===== src/rtl/flash_ctl_pkg.sv =====
// Shared constants for the flash command register: widths, register
// addresses, bit positions in the command word, and the unlock keys.
package flash_ctl_pkg;
    localparam int DATA_W  = 32;
    localparam int ADDR_W  = 2;
    localparam int PAGE_W  = 4;
    localparam int SEC_W   = 5;
    localparam int N_TRIG  = 4;
    localparam int PLAIN_W = 4 + PAGE_W + 3;

    localparam logic [ADDR_W-1:0] ADDR_CTRL = 2'd0;
    localparam logic [ADDR_W-1:0] ADDR_KEY  = 2'd1;
    localparam logic [ADDR_W-1:0] ADDR_OKEY = 2'd2;

    localparam int BIT_PROG     = 0;
    localparam int BIT_PERASE   = 1;
    localparam int BIT_MASS     = 2;
    localparam int BIT_FAST     = 3;
    localparam int PAGE_LSB     = 4;
    localparam int BIT_START    = 8;
    localparam int BIT_OPTSTART = 9;
    localparam int BIT_OPTLOAD  = 10;
    localparam int BIT_EOPIE    = 12;
    localparam int BIT_ERRIE    = 13;
    localparam int BIT_RDERRIE  = 14;
    localparam int BIT_SECURE   = 20;
    localparam int BIT_OPTLOCK  = 30;
    localparam int BIT_LOCK     = 31;

    // Indices into the set-only trigger bank
    localparam int TRIG_START = 0;
    localparam int TRIG_OPTST = 1;
    localparam int TRIG_OLOAD = 2;
    localparam int TRIG_SECUR = 3;

    localparam logic [DATA_W-1:0] LOCK_KEY_A = 32'h5A17_C3E9;
    localparam logic [DATA_W-1:0] LOCK_KEY_B = 32'h0F6B_2D84;
    localparam logic [DATA_W-1:0] OPT_KEY_A  = 32'h3C9E_71A5;
    localparam logic [DATA_W-1:0] OPT_KEY_B  = 32'hB24D_086F;

    typedef enum logic [1:0] {
        UL_WAIT_A = 2'd0,
        UL_WAIT_B = 2'd1,
        UL_OPEN   = 2'd2,
        UL_DEAD   = 2'd3
    } unlock_st_e;
endpackage


===== src/rtl/flash_unlock_seq.sv =====
// Two-key unlock sequencer for one lock bit.
// The lock opens after KEY_A then KEY_B are written to this lock's key
// register with no other bus write in between, and only while 'allow' is
// high. Any error moves to a dead state that holds the lock until reset.
// Assumes key_wr and other_wr are one-cycle strobes that are never both high.
module flash_unlock_seq
    import flash_ctl_pkg::*;
#(
    parameter logic [DATA_W-1:0] KEY_A = LOCK_KEY_A,
    parameter logic [DATA_W-1:0] KEY_B = LOCK_KEY_B
) (
    input  logic              clk,
    input  logic              rst_n,
    input  logic              key_wr,
    input  logic              other_wr,
    input  logic [DATA_W-1:0] key_data,
    input  logic              allow,
    input  logic              relock,
    output logic              locked,
    output logic              dead
);
    unlock_st_e st_q, st_d;

    // Next-state decode for the key sequence
    always_comb begin
        st_d = st_q;
        case (st_q)
            UL_WAIT_A: if (key_wr) st_d = (allow && key_data == KEY_A) ? UL_WAIT_B : UL_DEAD;
            UL_WAIT_B: begin
                if (key_wr)        st_d = (allow && key_data == KEY_B) ? UL_OPEN : UL_DEAD;
                else if (other_wr) st_d = UL_DEAD;
            end
            UL_OPEN:   if (relock) st_d = UL_WAIT_A;
            default:   st_d = UL_DEAD;
        endcase
    end

    // State register
    always_ff @(posedge clk) begin
        if (!rst_n) st_q <= UL_WAIT_A;
        else        st_q <= st_d;
    end

    assign locked = (st_q != UL_OPEN);
    assign dead   = (st_q == UL_DEAD);
endmodule


===== src/rtl/flash_set_only.sv =====
// Bank of bits that software can only set and that hardware clears.
// A set in the same cycle as a clear wins, so a new request is never lost.
module flash_set_only #(
    parameter int N = 4
) (
    input  logic         clk,
    input  logic         rst_n,
    input  logic [N-1:0] set,
    input  logic [N-1:0] clr,
    output logic [N-1:0] q
);
    for (genvar i = 0; i < N; i++) begin : g_bit
        // One set-dominant flag
        always_ff @(posedge clk) begin
            if (!rst_n)      q[i] <= 1'b0;
            else if (set[i]) q[i] <= 1'b1;
            else if (clr[i]) q[i] <= 1'b0;
        end
    end
endmodule


===== src/rtl/flash_ctl_reg.sv =====
// Flash command register with a register lock and an option lock.
// Decodes a simple single-cycle write port. The read port is combinational.
// Holds the plain operation fields, keeps the set-only triggers in a
// separate bank, and forms the interrupt lines.
// Assumes bsy1/bsy2 are synchronous to clk and low during reset.
module flash_ctl_reg
    import flash_ctl_pkg::*;
(
    input  logic              clk,
    input  logic              rst_n,
    input  logic              bus_wr,
    input  logic [ADDR_W-1:0] bus_addr,
    input  logic [DATA_W-1:0] bus_wdata,
    output logic [DATA_W-1:0] bus_rdata,
    input  logic              bsy1,
    input  logic              bsy2,
    input  logic              load_done,
    input  logic [SEC_W-1:0]  sec_size,
    input  logic              eop_flag,
    input  logic              operr_flag,
    input  logic              rderr_flag,
    output logic              prog_en,
    output logic              perase_en,
    output logic              mass_erase,
    output logic              fast_prog,
    output logic [PAGE_W-1:0] page_sel,
    output logic              start,
    output logic              opt_start,
    output logic              opt_load,
    output logic              secure_prot,
    output logic              irq_eop,
    output logic              irq_err,
    output logic              irq_rderr
);
    logic              lock_q, opt_lock_q, main_dead, opt_dead;
    logic              wr_ctrl, wr_key, wr_okey, opt_ok;
    logic              bsy1_q, bsy2_q, fall1, fall2;
    logic              eop_ie, err_ie, rderr_ie;
    logic [N_TRIG-1:0] trig_set, trig_clr, trig_q;
    logic [DATA_W-1:0] ctrl_word;

    assign wr_ctrl = bus_wr && (bus_addr == ADDR_CTRL) && !lock_q;
    assign wr_key  = bus_wr && (bus_addr == ADDR_KEY);
    assign wr_okey = bus_wr && (bus_addr == ADDR_OKEY);
    assign opt_ok  = wr_ctrl && !opt_lock_q;

    flash_unlock_seq #(.KEY_A(LOCK_KEY_A), .KEY_B(LOCK_KEY_B)) u_main_lock (
        .clk      (clk),
        .rst_n    (rst_n),
        .key_wr   (wr_key),
        .other_wr (bus_wr && !wr_key),
        .key_data (bus_wdata),
        .allow    (1'b1),
        .relock   (wr_ctrl && bus_wdata[BIT_LOCK]),
        .locked   (lock_q),
        .dead     (main_dead)
    );

    flash_unlock_seq #(.KEY_A(OPT_KEY_A), .KEY_B(OPT_KEY_B)) u_opt_lock (
        .clk      (clk),
        .rst_n    (rst_n),
        .key_wr   (wr_okey),
        .other_wr (bus_wr && !wr_okey),
        .key_data (bus_wdata),
        .allow    (!lock_q),
        .relock   (wr_ctrl && bus_wdata[BIT_OPTLOCK]),
        .locked   (opt_lock_q),
        .dead     (opt_dead)
    );

    // Busy history for falling-edge detection
    always_ff @(posedge clk) begin
        if (!rst_n) begin
            bsy1_q <= 1'b0;
            bsy2_q <= 1'b0;
        end else begin
            bsy1_q <= bsy1;
            bsy2_q <= bsy2;
        end
    end
    assign fall1 = bsy1_q && !bsy1;
    assign fall2 = bsy2_q && !bsy2;

    // Plain read/write fields, written only while the register lock is open
    always_ff @(posedge clk) begin
        if (!rst_n) begin
            prog_en    <= 1'b0;
            perase_en  <= 1'b0;
            mass_erase <= 1'b0;
            fast_prog  <= 1'b0;
            page_sel   <= '0;
            eop_ie     <= 1'b0;
            err_ie     <= 1'b0;
            rderr_ie   <= 1'b0;
        end else if (wr_ctrl) begin
            prog_en    <= bus_wdata[BIT_PROG];
            perase_en  <= bus_wdata[BIT_PERASE];
            mass_erase <= bus_wdata[BIT_MASS];
            fast_prog  <= bus_wdata[BIT_FAST];
            page_sel   <= bus_wdata[PAGE_LSB +: PAGE_W];
            eop_ie     <= bus_wdata[BIT_EOPIE];
            err_ie     <= bus_wdata[BIT_ERRIE];
            rderr_ie   <= bus_wdata[BIT_RDERRIE];
        end
    end

    // Set and clear conditions for the trigger bank
    always_comb begin
        trig_set             = '0;
        trig_clr             = '0;
        trig_set[TRIG_START] = wr_ctrl && bus_wdata[BIT_START];
        trig_clr[TRIG_START] = fall1 || fall2;
        trig_set[TRIG_OPTST] = opt_ok && bus_wdata[BIT_OPTSTART];
        trig_clr[TRIG_OPTST] = fall1;
        trig_set[TRIG_OLOAD] = opt_ok && bus_wdata[BIT_OPTLOAD];
        trig_clr[TRIG_OLOAD] = load_done;
        trig_set[TRIG_SECUR] = wr_ctrl && bus_wdata[BIT_SECURE] && (sec_size != '0);
    end

    flash_set_only #(.N(N_TRIG)) u_trig (
        .clk   (clk),
        .rst_n (rst_n),
        .set   (trig_set),
        .clr   (trig_clr),
        .q     (trig_q)
    );

    assign start       = trig_q[TRIG_START];
    assign opt_start   = trig_q[TRIG_OPTST];
    assign opt_load    = trig_q[TRIG_OLOAD];
    assign secure_prot = trig_q[TRIG_SECUR];

    assign irq_eop   = eop_ie   && eop_flag;
    assign irq_err   = err_ie   && operr_flag;
    assign irq_rderr = rderr_ie && rderr_flag;

    // Assemble the command word as read back
    always_comb begin
        ctrl_word                        = '0;
        ctrl_word[BIT_PROG]              = prog_en;
        ctrl_word[BIT_PERASE]            = perase_en;
        ctrl_word[BIT_MASS]              = mass_erase;
        ctrl_word[BIT_FAST]              = fast_prog;
        ctrl_word[PAGE_LSB +: PAGE_W]    = page_sel;
        ctrl_word[BIT_START]             = start;
        ctrl_word[BIT_OPTSTART]          = opt_start;
        ctrl_word[BIT_OPTLOAD]           = opt_load;
        ctrl_word[BIT_EOPIE]             = eop_ie;
        ctrl_word[BIT_ERRIE]             = err_ie;
        ctrl_word[BIT_RDERRIE]           = rderr_ie;
        ctrl_word[BIT_SECURE]            = secure_prot;
        ctrl_word[BIT_OPTLOCK]           = opt_lock_q;
        ctrl_word[BIT_LOCK]              = lock_q;
    end

    assign bus_rdata = (bus_addr == ADDR_CTRL) ? ctrl_word : '0;
endmodule


===== config.mk =====
export PLATFORM = sky130hd
export DESIGN_NAME = flash_ctl_reg
export DESIGN_NICKNAME = d
export VERILOG_FILES = /design/src/rtl/flash_ctl_pkg.sv /design/src/rtl/flash_unlock_seq.sv /design/src/rtl/flash_set_only.sv /design/src/rtl/flash_ctl_reg.sv
export SDC_FILE = /design/constraint.sdc
export NUM_CORES = 1
export LEC_CHECK = 0
export BUFFER_PORTS_ARGS = -buffer_cell sky130_fd_sc_hd__buf_2
export CORE_MARGIN = 2
export CORE_UTILIZATION = 40
export DETAILED_ROUTE_END_ITERATION = 8
export PLACE_DENSITY = 0.86
export SKIP_CTS_REPAIR_TIMING = 1
export SYNTH_ARGS = -nofsm -noshare
export SYNTH_HDL_FRONTEND = slang
export SYNTH_SLANG_ARGS = --single-unit

===== constraint.sdc =====
create_clock -name clk -period 1.9 [get_ports clk]
set_input_delay 0.475 -clock clk [delete_from_list [all_inputs] [get_ports clk]]
set_output_delay 0.475 -clock clk [all_outputs]
set_load 0.1 [all_outputs]

==> impl_metrics.prom, run 1 <==
# TYPE chip_impl_metric gauge
chip_impl_metric{name="drc",unit=""} 0
chip_impl_metric{name="grt.met1_usage",unit=""} 0.229
chip_impl_info{name="grt_setup_unrepaired",value="no"} 1
chip_impl_metric{name="number_of_enable_flip_flop_cells_after_synthesis",unit=""} 0
chip_impl_metric{name="flow.area_growth_from_synthesis",unit="%"} 51.9
chip_impl_metric{name="async_sr_flop_fraction",unit=""} 0
chip_impl_info{name="timing.hold.worst.class",value="in -> reg"} 1
chip_impl_metric{name="clk_pin_slew_worst_paths",unit="ps"} 110
chip_impl_metric{name="slew_viol_final",unit=""} 0
chip_impl_info{name="layout_commonest_cell",value="buf_2"} 1
chip_impl_metric{name="route.vias.total",unit=""} 1389
chip_impl_info{name="gr-max-usage-layer",value="met2"} 1
chip_impl_metric{name="top_level_ports",unit=""} 95
chip_impl_metric{name="cts_inserted_buffers",unit=""} 3
chip_impl_metric{name="final_cell_area",unit="mm^2"} 0.00210
chip_impl_metric{name="combined_flip_flop_and_latch_cell_area",unit="um^2"} 435
chip_impl_metric{name="worst-endpoint-arrival",unit="ps"} 1340
chip_impl_metric{name="finalCriticalPeriod",unit="ps"} 1810
chip_impl_metric{name="die_footprint",unit="mm^2"} 0.00395
chip_impl_metric{name="simple_gate_portion_of_the_synthesized_area",unit=""} 0.420
chip_impl_metric{name="synth.cell_area",unit="mm^2"} 0.00138
chip_impl_info{name="outcome",value="complete, no violations"} 1
chip_impl_metric{name="setup_viol",unit=""} 0
chip_impl_metric{name="synth.ff_latch_count",unit=""} 21
chip_impl_info{name="timing.critical_path.from_type",value="flip-flop"} 1
chip_impl_metric{name="std_cell_rows",unit=""} 21
chip_impl_metric{name="cts_htree_levels",unit=""} 1
chip_impl_metric{name="drt_pass1_iterations",unit=""} 4
chip_impl_metric{name="grt_remaining_overflow",unit=""} 0
chip_impl_info{name="cts_root_buf",value="clkbuf_4"} 1
chip_impl_metric{name="fin_worst_skew",unit="ps"} 5.30
chip_impl_metric{name="r2r_setup_slack",unit="ps"} 600
chip_impl_metric{name="groute.usage.overall",unit=""} 0.189
chip_impl_metric{name="floorplan.die.width",unit="um"} 62.8
chip_impl_metric{name="p_leak",unit="nW"} 1.01
chip_impl_metric{name="post_detail_place_hpwl",unit="mm"} 3.18
chip_impl_metric{name="routed_via_count_divided_by_cell_count",unit=""} 5.00
chip_impl_info{name="ys_dominant_reg_cell",value="dfxtp_1"} 1
chip_impl_metric{name="n_antenna_cell",unit=""} 0
chip_impl_metric{name="multi_input_area",unit="um^2"} 897
chip_impl_metric{name="average_cell_area_after_synthesis",unit="um^2"} 9.04
chip_impl_metric{name="use_met3",unit=""} 0.0595
chip_impl_metric{name="crit_path_max_fo",unit=""} 4
chip_impl_metric{name="antenna_violating_nets_post_route",unit=""} 0
chip_impl_metric{name="gp_routability_congestion",unit=""} 0.871
chip_impl_metric{name="drv_cap",unit=""} 0
chip_impl_metric{name="initial_core_utilization",unit=""} 0.415
chip_impl_metric{name="first_global_vias",unit=""} 1282
chip_impl_metric{name="cts.sinks",unit=""} 21
chip_impl_metric{name="post-route-period-util",unit=""} 0.953
chip_impl_metric{name="clock_latency_late_sink",unit="ps"} 310
chip_impl_metric{name="worst_ir_drop_vdd",unit="uV"} 378
chip_impl_metric{name="yosysSeqAreaShare",unit=""} 0.304
chip_impl_metric{name="crit_required",unit="ps"} 1420
chip_impl_metric{name="nets",unit=""} 281
chip_impl_metric{name="report.final.hold_viol_count",unit=""} 0
chip_impl_metric{name="wire_per_inst",unit="um"} 13.9
chip_impl_info{name="layout_common_cells",value="buf_2, buf_12, nor2b_1"} 1
chip_impl_metric{name="cts_max_path_buffers",unit=""} 2
chip_impl_metric{name="fmaxAchievable",unit="GHz"} 0.552
chip_impl_metric{name="yosys.area_share.xor_xnor",unit=""} 0
chip_impl_metric{name="placement.io_buffers",unit=""} 79
chip_impl_info{name="tritoncts",value="built"} 1
chip_impl_metric{name="gr-usage-met2",unit=""} 0.333
chip_impl_metric{name="fin_util",unit=""} 0.630
chip_impl_metric{name="synth.mux.area_fraction",unit=""} 0.0796
chip_impl_metric{name="antenna_found_initial",unit=""} 0
chip_impl_metric{name="power_density",unit="mW/mm^2"} 482
chip_impl_metric{name="final_layout_size_suffix_gt1_frac",unit=""} 0.504
chip_impl_metric{name="netlist-cell-type-count",unit=""} 41
chip_impl_metric{name="grt_pass1_wl",unit="mm"} 6.06
chip_impl_metric{name="num-fill-cells",unit=""} 296
chip_impl_metric{name="coreArea",unit="mm^2"} 0.00334
chip_impl_metric{name="synth-compound-area-share",unit=""} 0.0832
chip_impl_metric{name="syn_inst",unit=""} 153
chip_impl_info{name="main_combinational_cell_family_by_area_after_synthesis",value="simple AND/OR/NAND/NOR gates"} 1
chip_impl_metric{name="post_dp_cell_area",unit="mm^2"} 0.00208
chip_impl_info{name="worstSetupEndpointType",value="primary output"} 1
chip_impl_info{name="timing_worst_setup_path_type",value="reg -> out"} 1
chip_impl_metric{name="yosys.area_share.adder",unit=""} 0
chip_impl_metric{name="ys_warnings",unit=""} 0
chip_impl_metric{name="chipHeight",unit="um"} 62.8
chip_impl_metric{name="drtIter0Drc",unit=""} 54
chip_impl_metric{name="drt-total-wl",unit="mm"} 3.87
chip_impl_metric{name="pin_count_of_the_biggest_net_entering_global_routing",unit=""} 22
## logic make-up (layout without fill, tap and decap cells)
logic type,after synthesis,count (layout)
DFF,21,21
buffers and inverters,23,88
muxes,11,11
AOI/OAI and AO/OA,15,15
other,1,15
and+or+nand+nor,82,82
## area by class of cell
cell class	count	area share
multi-input cells	123	0.427
repair buffers	80	0.319
flip-flops and latches	21	0.207
well taps	46	0.0274
clock buffers	4	0.0125
inverters	4	0.00714
## where the power goes
group / total (mW) / internal (mW) / switching, mW
registers: 0.458 / 0.450 / 0.00754
logic: 0.337 / 0.0919 / 0.245
clock network: 0.219 / 0.0820 / 0.137
## final timing paths
| path | start | to | cells after the start |
|---|---|---|---|
| worst max register to register | u_main_lock.st_q[0] | u_opt_lock.st_q[1] | 4 |
| worst max-delay path | u_opt_lock.st_q[1] | bus_rdata[30] | 3 |
| worst min register to register | u_trig.q[3] | u_trig.q[3] | 1 |
| worst min-delay path | bsy1 | bsy1_q | 2 |
## per-stage QoR
step	TNS, ps	worst slack, ps	cells	hold slack [ps]	total power [mW]
after floorplan	-259	-259	167	491	0.722
after global placement	0	182	274	449	0.799
after detailed placement	0	141	274	452	0.803
after CTS	0	76.8	278	371	1.02
after global routing	0	30.7	278	360	1.06
final	0	89.3	278	379	1.01
## routing by layer
layer / up-vias / part of all wire
met3: 2 / 0.094
li1: 680 / -
met1: 630 / 0.41
met5: - / 0
met4: 0 / 0.0023
met2: 77 / 0.49
## flip-flops by register name, summed over array words and instances (netlist names)
signal            count
bsy2_q                1
err_ie                1
u_main_lock.st_q      2
u_trig.q              4
u_opt_lock.st_q       2
mass_erase            1
fast_prog             1
prog_en               1
bsy1_q                1
perase_en             1
eop_ie                1
rderr_ie              1
page_sel              4
## cells in the mapped netlist (all sizes together) (2+ instances only)
library cell  count  area, um^2
a32oi             4        35.0
nand3             3        27.5
nand4             4        25.0
nand2b            4        25.0
buf              16         128
dfxtp            21         420
nor4bb            4        40.0
nor4b             2        17.5
and2             21         131
nor4              2        12.5
clkbuf            3        11.3
nor2              6        30.0
and4b             2        20.0
inv               4        15.0
nor3              4        25.0
and4bb            2        25.0
mux2i            11         110
and3              2        12.5
nand4bb           4        45.0
o21ai             3        15.0
nor2b            17         106
## worst max-delay path: stages (launching register included)
cell and delay, ps:
dfxtp_1 370, nor2b_1 380, nor3_2 100, buf_12 180
Power figures use the tool's default switching activity.
==> run 2, diff against run 1 <==
--- a/config.mk
+++ b/config.mk
@@ -10,4 +10,5 @@
 export CORE_UTILIZATION = 40
 export DETAILED_ROUTE_END_ITERATION = 8
+export GPL_ROUTABILITY_DRIVEN = 0
 export PLACE_DENSITY = 0.86
 export SKIP_CTS_REPAIR_TIMING = 1
==> constraint.sdc (replaced) <==
create_clock -name clk -period 1.9 [get_ports clk]
set_input_delay 0.19 -clock clk [delete_from_list [all_inputs] [get_ports clk]]
set_output_delay 0.19 -clock clk [all_outputs]
set_load 0.1 [all_outputs]
==> impl_metrics.prom, run 2 (synthesis gave the netlist of run 1 again) <==
# TYPE chip_impl_metric gauge
chip_impl_info{name="grt_setup_unrepaired",value="no"} 1
chip_impl_metric{name="chipHeight",unit="um"} 62.8
chip_impl_info{name="cts_root_buf",value="clkbuf_4"} 1
chip_impl_info{name="layout_common_cells",value="buf_2, dfxtp_1, nor2b_1"} 1
chip_impl_metric{name="post-route-period-util",unit=""} 0.862
chip_impl_metric{name="first_global_vias",unit=""} 1230
chip_impl_metric{name="setup_viol",unit=""} 0
chip_impl_metric{name="pin_count_of_the_biggest_net_entering_global_routing",unit=""} 22
chip_impl_metric{name="finalCriticalPeriod",unit="ps"} 1640
chip_impl_metric{name="r2r_setup_slack",unit="ps"} 560
chip_impl_metric{name="routed_via_count_divided_by_cell_count",unit=""} 4.97
chip_impl_info{name="worstPathCellList",value="and2b_4 > nor3_2 > buf_2"} 1
chip_impl_metric{name="gr-usage-met2",unit=""} 0.294
chip_impl_info{name="outcome",value="complete, no violations"} 1
chip_impl_metric{name="drc",unit=""} 0
chip_impl_metric{name="crit_path_max_fo",unit=""} 4
chip_impl_metric{name="cts_max_path_buffers",unit=""} 2
chip_impl_info{name="layout_commonest_cell",value="buf_2"} 1
chip_impl_metric{name="final_layout_size_suffix_gt1_frac",unit=""} 0.437
chip_impl_metric{name="drt_pass1_iterations",unit=""} 4
chip_impl_metric{name="clk_pin_slew_worst_paths",unit="ps"} 110
chip_impl_metric{name="coreArea",unit="mm^2"} 0.00334
chip_impl_metric{name="post_detail_place_hpwl",unit="mm"} 2.86
chip_impl_metric{name="crit_required",unit="ps"} 1710
chip_impl_metric{name="placement.io_buffers",unit=""} 79
chip_impl_info{name="timing.critical_path.from_type",value="flip-flop"} 1
chip_impl_metric{name="floorplan.die.width",unit="um"} 62.8
chip_impl_metric{name="worst-endpoint-arrival",unit="ps"} 1450
chip_impl_metric{name="cts_htree_levels",unit=""} 1
chip_impl_metric{name="std_cell_rows",unit=""} 21
chip_impl_info{name="timing.hold.worst.class",value="in -> reg"} 1
chip_impl_metric{name="drt-total-wl",unit="mm"} 3.60
chip_impl_metric{name="power_density",unit="mW/mm^2"} 545
chip_impl_metric{name="nets",unit=""} 280
chip_impl_metric{name="grt_pass1_wl",unit="mm"} 5.78
chip_impl_metric{name="antenna_found_initial",unit=""} 0
chip_impl_metric{name="wire_per_inst",unit="um"} 13.0
chip_impl_metric{name="use_met3",unit=""} 0.0613
chip_impl_metric{name="setup_ws",unit="ps"} 263
chip_impl_info{name="tritoncts",value="built"} 1
chip_impl_metric{name="grt_remaining_overflow",unit=""} 0
chip_impl_metric{name="drtIter0Drc",unit=""} 47
chip_impl_info{name="worstSetupEndpointType",value="primary output"} 1
chip_impl_metric{name="num-fill-cells",unit=""} 329
chip_impl_metric{name="clock_latency_late_sink",unit="ps"} 300
chip_impl_metric{name="p_leak",unit="nW"} 0.944
chip_impl_metric{name="slew_viol_final",unit=""} 0
chip_impl_metric{name="n_antenna_cell",unit=""} 0
chip_impl_info{name="max_stage_delay_cell_worst_path",value="buf_2"} 1
chip_impl_metric{name="worst_ir_drop_vdd",unit="uV"} 315
chip_impl_info{name="biggestRegsByFlops",value="page_sel x4, u_trig.q x4"} 1
chip_impl_info{name="gr-max-usage-layer",value="met2"} 1
chip_impl_metric{name="initial_core_utilization",unit=""} 0.415
chip_impl_metric{name="drv_cap",unit=""} 0
chip_impl_metric{name="groute.usage.overall",unit=""} 0.183
chip_impl_metric{name="cts.sinks",unit=""} 21
chip_impl_metric{name="fmaxAchievable",unit="GHz"} 0.611
chip_impl_metric{name="fin_worst_skew",unit="ps"} 2.49
chip_impl_metric{name="flow.area_growth_from_synthesis",unit="%"} 30.2
chip_impl_metric{name="grt.met1_usage",unit=""} 0.228
chip_impl_metric{name="top_level_ports",unit=""} 95
chip_impl_metric{name="report.final.hold_viol_count",unit=""} 0
chip_impl_metric{name="die_footprint",unit="mm^2"} 0.00395
chip_impl_metric{name="antenna_violating_nets_post_route",unit=""} 0
chip_impl_metric{name="setup_total_negative_slack",unit="ps"} 0
chip_impl_metric{name="route.vias.total",unit=""} 1376
chip_impl_metric{name="placement.setup.worst_slack",unit="ps"} 350
chip_impl_metric{name="cpPeakStageDelay",unit="ps"} 440
chip_impl_info{name="timing_worst_setup_path_type",value="reg -> out"} 1
chip_impl_metric{name="hold_ws",unit="ps"} 95.4
chip_impl_metric{name="cts_inserted_buffers",unit=""} 3
run 2: cell count changes in the layout (fill, tap and decap cells not counted), sizes merged:
cell,previous run,this run
buf,80,79
run 2: power breakdown:
part	internal [mW]	switching [mW]
sequential	0.450	0.00729
combinational	0.0767	0.240
clock	0.0818	0.127
run 2: path summary, 6_finish.rpt:
path	startpoint	to	cells past startpoint
worst max-delay path	u_main_lock.st_q[0]	bus_rdata[31]	3
worst min-delay path	bsy1	bsy1_q	2
worst max register to register	u_main_lock.st_q[0]	u_opt_lock.st_q[0]	4
worst min register to register	u_trig.q[3]	u_trig.q[3]	1
run 2: final cells by class:
cell class / instances / area, um^2 / area share
tap: 46 / 57.6 / 0.0319
clock buffer: 4 / 26.3 / 0.0146
sequential: 21 / 420 / 0.233
inverter: 4 / 15.0 / 0.00833
multi-input combinational: 123 / 887 / 0.492
timing repair buffer: 79 / 395 / 0.219
run 2: per-stage QoR:
step	util	cell area, um^2	instances	power [mW]
floorplan	-	1460	167	0.720
global route	0.540	1800	277	1.03
CTS	0.540	1800	277	0.994
detailed placement	0.532	1780	273	0.783
finish	0.540	1800	277	0.983
global placement	0.532	1780	273	0.778
run 2: metal layers:
| metal | wire [um] | part of all wire |
|---|---|---|
| met1 | 1490 | 0.41 |
| met2 | 1700 | 0.47 |
| met3 | 383 | 0.11 |
| met4 | 19 | 0.0053 |
| met5 | 0 | 0 |
run 2: worst max-delay path: cells and delay by family, from the launching register on:
kind                   cells  cell delay, ps
DFF                        1             400
buffers and inverters      1             440
and+or+nand+nor            2             320
